File: src/rtl/uart_pkg.sv
package uart_pkg;
  localparam int unsigned OVS      = 16;
  localparam int unsigned OVS_W    = $clog2(OVS);
  localparam int unsigned CHAR_W   = 8;
  localparam int unsigned BITCNT_W = $clog2(CHAR_W);

  typedef enum logic [1:0] {
    PH_IDLE,
    PH_START,
    PH_DATA,
    PH_STOP
  } phase_t;
endpackage

File: src/rtl/baud_tick_gen.sv
module baud_tick_gen #(
  parameter int unsigned DIV_W = 16
) (
  input  logic             clk,
  input  logic             rst,
  input  logic [DIV_W-1:0] div,
  input  logic             restart,
  output logic             tick
);
  logic [DIV_W-1:0] cnt;
  logic [DIV_W-1:0] lim;

  assign lim  = (div == '0) ? {{(DIV_W-1){1'b0}}, 1'b1} : div;
  assign tick = (cnt == lim - 1'b1);

  always_ff @(posedge clk) begin
    if (rst || restart) cnt <= '0;
    else if (tick)      cnt <= '0;
    else                cnt <= cnt + 1'b1;
  end


  tick_gap_chk: assert property (@(posedge clk) disable iff (rst)
    (tick && !restart && lim > 1) |=> !tick);
endmodule

File: src/rtl/uart_tx_core.sv
module uart_tx_core
  import uart_pkg::*;
(
  input  logic              clk,
  input  logic              rst,
  input  logic              tick,
  input  logic              start,
  input  logic [CHAR_W-1:0] din,
  output logic              txd,
  output logic              busy,
  output logic              done
);
  phase_t              ph;
  logic [OVS_W-1:0]    sub;
  logic [BITCNT_W-1:0] bitc;
  logic [CHAR_W-1:0]   shreg;

  assign busy = (ph != PH_IDLE);

  always_ff @(posedge clk) begin
    if (rst) begin
      ph    <= PH_IDLE;
      sub   <= '0;
      bitc  <= '0;
      shreg <= '0;
      txd   <= 1'b1;
      done  <= 1'b0;
    end else begin
      done <= 1'b0;
      if (ph == PH_IDLE) begin
        if (start) begin
          shreg <= din;
          txd   <= 1'b0;
          sub   <= '0;
          ph    <= PH_START;
        end
      end else if (tick) begin
        if (sub == OVS_W'(OVS - 1)) begin
          sub <= '0;
          case (ph)
            PH_START: begin
              txd   <= shreg[0];
              shreg <= shreg >> 1;
              bitc  <= '0;
              ph    <= PH_DATA;
            end
            PH_DATA: begin
              if (bitc == BITCNT_W'(CHAR_W - 1)) begin
                txd <= 1'b1;
                ph  <= PH_STOP;
              end else begin
                txd   <= shreg[0];
                shreg <= shreg >> 1;
                bitc  <= bitc + 1'b1;
              end
            end
            default: begin
              ph   <= PH_IDLE;
              done <= 1'b1;
            end
          endcase
        end else begin
          sub <= sub + 1'b1;
        end
      end
    end
  end


  tx_idle_high_chk: assert property (@(posedge clk) disable iff (rst)
    !busy |-> txd);

  tx_done_pulse_chk: assert property (@(posedge clk) disable iff (rst)
    done |=> !done);
endmodule

File: src/rtl/uart_rx_core.sv
module uart_rx_core
  import uart_pkg::*;
(
  input  logic              clk,
  input  logic              rst,
  input  logic              tick,
  input  logic              rxd,
  output logic [CHAR_W-1:0] dout,
  output logic              valid
);
  logic                s1, s2, s3;
  phase_t              ph;
  logic [OVS_W-1:0]    sub;
  logic [BITCNT_W-1:0] bitc;
  logic [CHAR_W-1:0]   shreg;

  always_ff @(posedge clk) begin
    if (rst) begin
      s1 <= 1'b1;
      s2 <= 1'b1;
      s3 <= 1'b1;
    end else begin
      s1 <= rxd;
      s2 <= s1;
      s3 <= s2;
    end
  end

  always_ff @(posedge clk) begin
    if (rst) begin
      ph    <= PH_IDLE;
      sub   <= '0;
      bitc  <= '0;
      shreg <= '0;
      dout  <= '0;
      valid <= 1'b0;
    end else begin
      valid <= 1'b0;
      case (ph)
        PH_IDLE: begin
          if (s3 && !s2) begin
            sub <= '0;
            ph  <= PH_START;
          end
        end
        PH_START: begin
          if (tick) begin
            if (sub == OVS_W'(OVS/2 - 1)) begin
              sub  <= '0;
              bitc <= '0;
              ph   <= s2 ? PH_IDLE : PH_DATA;
            end else begin
              sub <= sub + 1'b1;
            end
          end
        end
        PH_DATA: begin
          if (tick) begin
            if (sub == OVS_W'(OVS - 1)) begin
              sub   <= '0;
              shreg <= {s2, shreg[CHAR_W-1:1]};
              if (bitc == BITCNT_W'(CHAR_W - 1)) ph <= PH_STOP;
              else bitc <= bitc + 1'b1;
            end else begin
              sub <= sub + 1'b1;
            end
          end
        end
        default: begin
          if (tick) begin
            if (sub == OVS_W'(OVS - 1)) begin
              sub <= '0;
              ph  <= PH_IDLE;
              if (s2) begin
                dout  <= shreg;
                valid <= 1'b1;
              end
            end else begin
              sub <= sub + 1'b1;
            end
          end
        end
      endcase
    end
  end


  rx_done_pulse_chk: assert property (@(posedge clk) disable iff (rst)
    valid |=> !valid);

  rx_out_stable_chk: assert property (@(posedge clk) disable iff (rst)
    !valid |=> (valid || $stable(dout)));
endmodule

File: src/rtl/serial_console.sv
module serial_console
  import uart_pkg::*;
#(
  parameter int unsigned CLK_HZ = 50_000_000,
  parameter int unsigned BAUD   = 115_200,
  parameter int unsigned DIV_W  = 16,
  parameter int unsigned ADDR_W = 4,
  parameter int unsigned DW     = 32
) (
  input  logic              clk,
  input  logic              rst,
  input  logic              csr_sel,
  input  logic              csr_we,
  input  logic [ADDR_W-1:0] csr_addr,
  input  logic [DW-1:0]     csr_wdata,
  output logic [DW-1:0]     csr_rdata,
  input  logic              rx_pin,
  output logic              tx_pin,
  output logic              rx_irq,
  output logic              tx_irq
);
  localparam int unsigned DIV_RST = CLK_HZ / (OVS * BAUD);
  localparam int unsigned WORD_W  = ADDR_W - 2;

  logic [DIV_W-1:0]  div_q;
  logic [CHAR_W-1:0] rx_hold;
  logic [CHAR_W-1:0] rx_byte;
  logic              rx_valid;
  logic              tick;
  logic              tx_busy;
  logic              hit_data, hit_div;
  logic              wr_data, wr_div, rd;
  logic [DW-1:0]     rd_mux;

  assign hit_data = (csr_addr[ADDR_W-1:2] == WORD_W'(0));
  assign hit_div  = (csr_addr[ADDR_W-1:2] == WORD_W'(1));
  assign wr_data  = csr_sel && csr_we && hit_data && !tx_busy;
  assign wr_div   = csr_sel && csr_we && hit_div;
  assign rd       = csr_sel && !csr_we;

  always_comb begin
    rd_mux = '0;
    if (hit_data)     rd_mux[CHAR_W-1:0] = rx_hold;
    else if (hit_div) rd_mux[DIV_W-1:0]  = div_q;
  end

  always_ff @(posedge clk) begin
    if (rst) begin
      div_q     <= DIV_W'(DIV_RST);
      rx_hold   <= '0;
      csr_rdata <= '0;
    end else begin
      if (wr_div)   div_q   <= csr_wdata[DIV_W-1:0];
      if (rx_valid) rx_hold <= rx_byte;
      csr_rdata <= rd ? rd_mux : '0;
    end
  end

  assign rx_irq = rx_valid;

  baud_tick_gen #(.DIV_W(DIV_W)) u_tick (
    .clk     (clk),
    .rst     (rst),
    .div     (div_q),
    .restart (wr_div),
    .tick    (tick)
  );

  uart_tx_core u_tx (
    .clk   (clk),
    .rst   (rst),
    .tick  (tick),
    .start (wr_data),
    .din   (csr_wdata[CHAR_W-1:0]),
    .txd   (tx_pin),
    .busy  (tx_busy),
    .done  (tx_irq)
  );

  uart_rx_core u_rx (
    .clk   (clk),
    .rst   (rst),
    .tick  (tick),
    .rxd   (rx_pin),
    .dout  (rx_byte),
    .valid (rx_valid)
  );


  hold_stable_chk: assert property (@(posedge clk) disable iff (rst)
    !rx_valid |=> $stable(rx_hold));

  rdata_idle_zero_chk: assert property (@(posedge clk) disable iff (rst)
    !csr_sel |=> (csr_rdata == '0));
endmodule

File: config.mk
export PLATFORM = sky130hd
export DESIGN_NAME = serial_console
export DESIGN_NICKNAME = d
export VERILOG_FILES = /design/src/rtl/uart_pkg.sv /design/src/rtl/baud_tick_gen.sv /design/src/rtl/uart_tx_core.sv /design/src/rtl/uart_rx_core.sv /design/src/rtl/serial_console.sv
export SDC_FILE = /design/constraint.sdc
export NUM_CORES = 1
export LEC_CHECK = 0
export CAP_MARGIN = 0
export CORE_MARGIN = 3
export CORE_UTILIZATION = 55
export DETAILED_ROUTE_END_ITERATION = 10
export GPL_TIMING_DRIVEN = 0
export PLACE_DENSITY = 0.78
export SLEW_MARGIN = 20
export SYNTH_ARGS = -nofsm -noshare
export SYNTH_HDL_FRONTEND = slang
export SYNTH_SLANG_ARGS = --single-unit
File: constraint.sdc
create_clock -name clk -period 4.2 [get_ports clk]
set_input_delay 0.84 -clock clk [delete_from_list [all_inputs] [get_ports clk]]
set_output_delay 0.84 -clock clk [all_outputs]
set_load 0.02 [all_outputs]
==> flow_summary_export.csv <==
group,metric,value,unit
floorplanning,die_w,105,µm
sta,finalHoldViolCount,0,
sta,relSlewSlack,34.8,%
cts,cts_root_buffer,"clkbuf_8",
worst_setup_path,cp_data_arrival_time,4.26,ns
cells_and_area,syn2layout_area_growth,16.2,%
placement,dp_hpwl,9550,µm
placement,gp_congestion,0.954,
global_routing,grt_start_max_net_pins,19,
cells_and_area,drive_gt1_share,11.2,%
worst_setup_path,reg2reg_from,"div_q[10]$_SDFFE_PP0P_",
power_and_ir_drop,ir_worst_vdd,0.184,mV
yosys,avgSynthCellArea,8.69,µm²
power_and_ir_drop,swShare,26.3,%
power_and_ir_drop,pwr-share-clk,32.7,%
detailed_routing,drt_iter0_drc,262,
floorplanning,num_rows,35,
yosys,synthMostInstantiatedCell,"dfxtp_1",
worst_setup_path,crit_type,"reg -> reg",
worst_setup_path,critPathMaxFanout,10,
global_routing,antenna_found_initial,0,
sta,worst_slew_pin_slew,0.971,ns
global_routing,grtUsageTotal,22.5,%
sta,setup_tns,0,ns
sta,timing.hold.ws,0.428,ns
sta,final_max_slew_viol_count,0,
cells_and_area,finish.utilization,66.5,%
detailed_routing,detail-route-antenna-nets,0,
worst_hold_path,hp-start,"u_rx.s1$_SDFF_PP1_",
detailed_routing,avgRoutedWirePerCell,15.4,µm
cts,cts_buffers,9,
floorplanning,initial_utilization,57.2,%
yosys,synth_seq_cells,104,
global_routing,grt.overflow.total,0,
sta,post-route-min-period,4.01,ns
power_and_ir_drop,netSwitchingPower,462,µW
worst_setup_path,crit_required,4.45,ns
detailed_routing,via_count,4657,
run,maxCapViolCount,0,
yosys,ys_warn_count,0,
detailed_routing,vias_per_cell,5.71,
yosys,async_flop_share,0,%
cts,htree_levels,3,
yosys,netlist_instances,614,
worst_hold_path,holdCritPathClass,"reg -> reg",
yosys,synth_area,5340,µm²
power_and_ir_drop,p_leak,2.40,nW
power_and_ir_drop,pwr_density_cell,283,nW/µm²
sta,period_share,95.5,%
cts,cts_tree,"built",
yosys,yosysTopAreaCellShare,39.0,%
detailed_routing,wirelength,12500,µm
floorplanning,io_pins,76,
floorplanning,die_area,10900,µm²
placement,placed_cell_area,5960,µm²
global_routing,grt_pass1_vias,4384,
power_and_ir_drop,p_int,1.29,mW
cts,cts.sinks,104,
yosys,synth_edf_count,0,
cells_and_area,finalNetCount,738,
cells_and_area,n_antenna_cell,0,
yosys,synth_commonest_cells,"104 x dfxtp_1, 62 x nand2_1, 47 x nor2_1",
worst_setup_path,startpoint_type,"register",
cts,clk_path_buf_depth,2,
outcome,outcome,"completed",
floorplanning,die_height,105,µm
worst_setup_path,endpoint_kind,"register",
detailed_routing,drt_first_pass_iters,5,
worst_setup_path,cp-startpoint,"div_q[10]$_SDFFE_PP0P_",
cts,cts_hold_buf,0,
yosys,synthFlopType,"dfxtp_1",
yosys,yosys.area.top_type,"dfxtp_1",
yosys,synth_cell_types,67,
floorplanning,core,9330,µm²
power_and_ir_drop,combPwrFrac,9.6,%
sta,setup_viol,0,
sta,fmax,0.249,GHz
placement,io_buffers,41,
yosys,yosysSeqAreaShare,39.0,%
power_and_ir_drop,p_seq_share,57.7,%
cells_and_area,finish.instance_area,6200,µm²
detailed_routing,drc,0,
global_routing,grt_pass1_wl,20600,µm
cts,path_clk_slew,0.11,ns
cts,clock_latency,0.37,ns
sta,finClkSkew,0.0195,ns
yosys,synthTopCellsByArea,"dfxtp_1 39%, nand2_1 4.4%, a21oi_1 4.2%, mux2i_1 3.6%, ha_1 3.5%",
[final timing paths]
path / end / slack, ns / depth (start not counted)
worst max register to register: u_rx.shreg[7]$_SDFFE_PP0P_ / 0.19 / 14
worst max-delay path: u_rx.shreg[7]$_SDFFE_PP0P_ / 0.19 / 14
worst min register to register: u_rx.s2$_SDFF_PP1_ / 0.43 / 1
worst min-delay path: u_rx.s2$_SDFF_PP1_ / 0.43 / 1
[per-stage QoR]
stage / std cells / power (mW) / setup WS [ns]
floorplan: 629 / 1.14 / 0.342
detailed placement: 799 / 1.20 / -0.105
finish: 815 / 1.76 / 0.189
global route: 815 / 1.82 / -0.00371
global placement: 799 / 1.19 / -0.0331
CTS: 814 / 1.76 / 0.00419
[repair_timing]
action	4_1_cts	5_1_grt
hold endpoints to repair	0	0
resized for setup	0	10
endpoints found under the setup margin	40	50
buffers inserted	2	1
pin swaps	2	4
[routing by layer]
| layer | track usage [%] | vias to the layer above | part of all wire [%] |
|---|---|---|---|
| met5 | 0 | - | 0 |
| met1 | 29.7 | 2162 | 46 |
| met2 | 37.6 | 166 | 47 |
| met3 | 3.79 | 20 | 5.2 |
| li1 | - | 2309 | - |
| met4 | 7.12 | 0 | 1.7 |
[logic make-up (layout without fill, tap and decap cells)]
group                      Yosys count  after routing  synth area share [%]
and+or+nand+nor                    232            232                  23.7
AOI/OAI and AO/OA                  142            142                  17.9
buffers and inverters               67            124                  6.59
adders and majority gates           15             15                  3.52
muxes                               19             19                  3.56
xor gates and xnor gates            34             34                  5.58
other                                1             16                0.0703
DFF                                104            104                  39.0
[power groups by stage]
stage | Combinational (mW) | Sequential, mW | Clock [mW]
floorplan | 0.111 | 1.03 | 0
global placement | 0.159 | 1.03 | 0
detailed placement | 0.163 | 1.03 | 0
CTS | 0.163 | 1.01 | 0.583
global route | 0.183 | 1.02 | 0.621
finish | 0.168 | 1.01 | 0.574
[worst max-delay path: stages (launching register included)]
cell      delay (ns)
dfxtp_1         0.44
nor4_4          0.38
a41oi_2         0.19
ha_2            0.25
nor3b_1         0.16
or4_1           0.53
o21ai_1         0.15
nand3b_1        0.11
or4_4           0.42
buf_6           0.16
or4_1           0.46
buf_4           0.20
buf_6           0.15
o21ai_0         0.19
a21oi_1         0.09
[cells in the final DEF, fill, tap and decap left out, types with 5 or more instances in the layout]
cell and count:
buf_2 7, a31oi_1 5, xor2_1 13, o31ai_1 10, nor4_4 5, clkdlybuf4s50_1 41, dfxtp_1 104, ha_1 14
a22o_1 10, nor3_1 10, and2_1 8, buf_4 21, nor2_1 47, a21oi_1 45, inv_1 14, mux2i_1 19
or2_2 5, nand2b_1 5, nand2_1 62, o21ai_0 21, xnor2_1 21, nand4_1 9, o211ai_1 11, or4_1 7
nor4_1 8, and3_1 8, clkbuf_1 17, o211a_1 8, or3_1 6, conb_1 16, clkbuf_8 9, nand3_1 31
[registers in the layout (all words and copies together) (netlist names), 2 cells and up]
signal,flops
csr_rdata,16
div_q,16
u_tick.cnt,16
rx_hold,8
u_rx.dout,8
u_rx.shreg,8
u_tx.shreg,8
u_rx.sub,4
u_tx.sub,4
u_rx.bitc,3
u_tx.bitc,3
u_rx.ph,2
u_tx.ph,2
[final cells by class]
class / instances / area (µm²)
fillers: 799 / 3130
flip-flops and latches: 104 / 2080
repair buffers: 44 / 433
inverters: 15 / 56.3
clock buffers: 9 / 124
clock inverters: 6 / 51.3
well taps: 129 / 161
plain buffers: 50 / 292
multi-input cells: 458 / 3000
No activity file was read; power rests on OpenSTA's default activity.
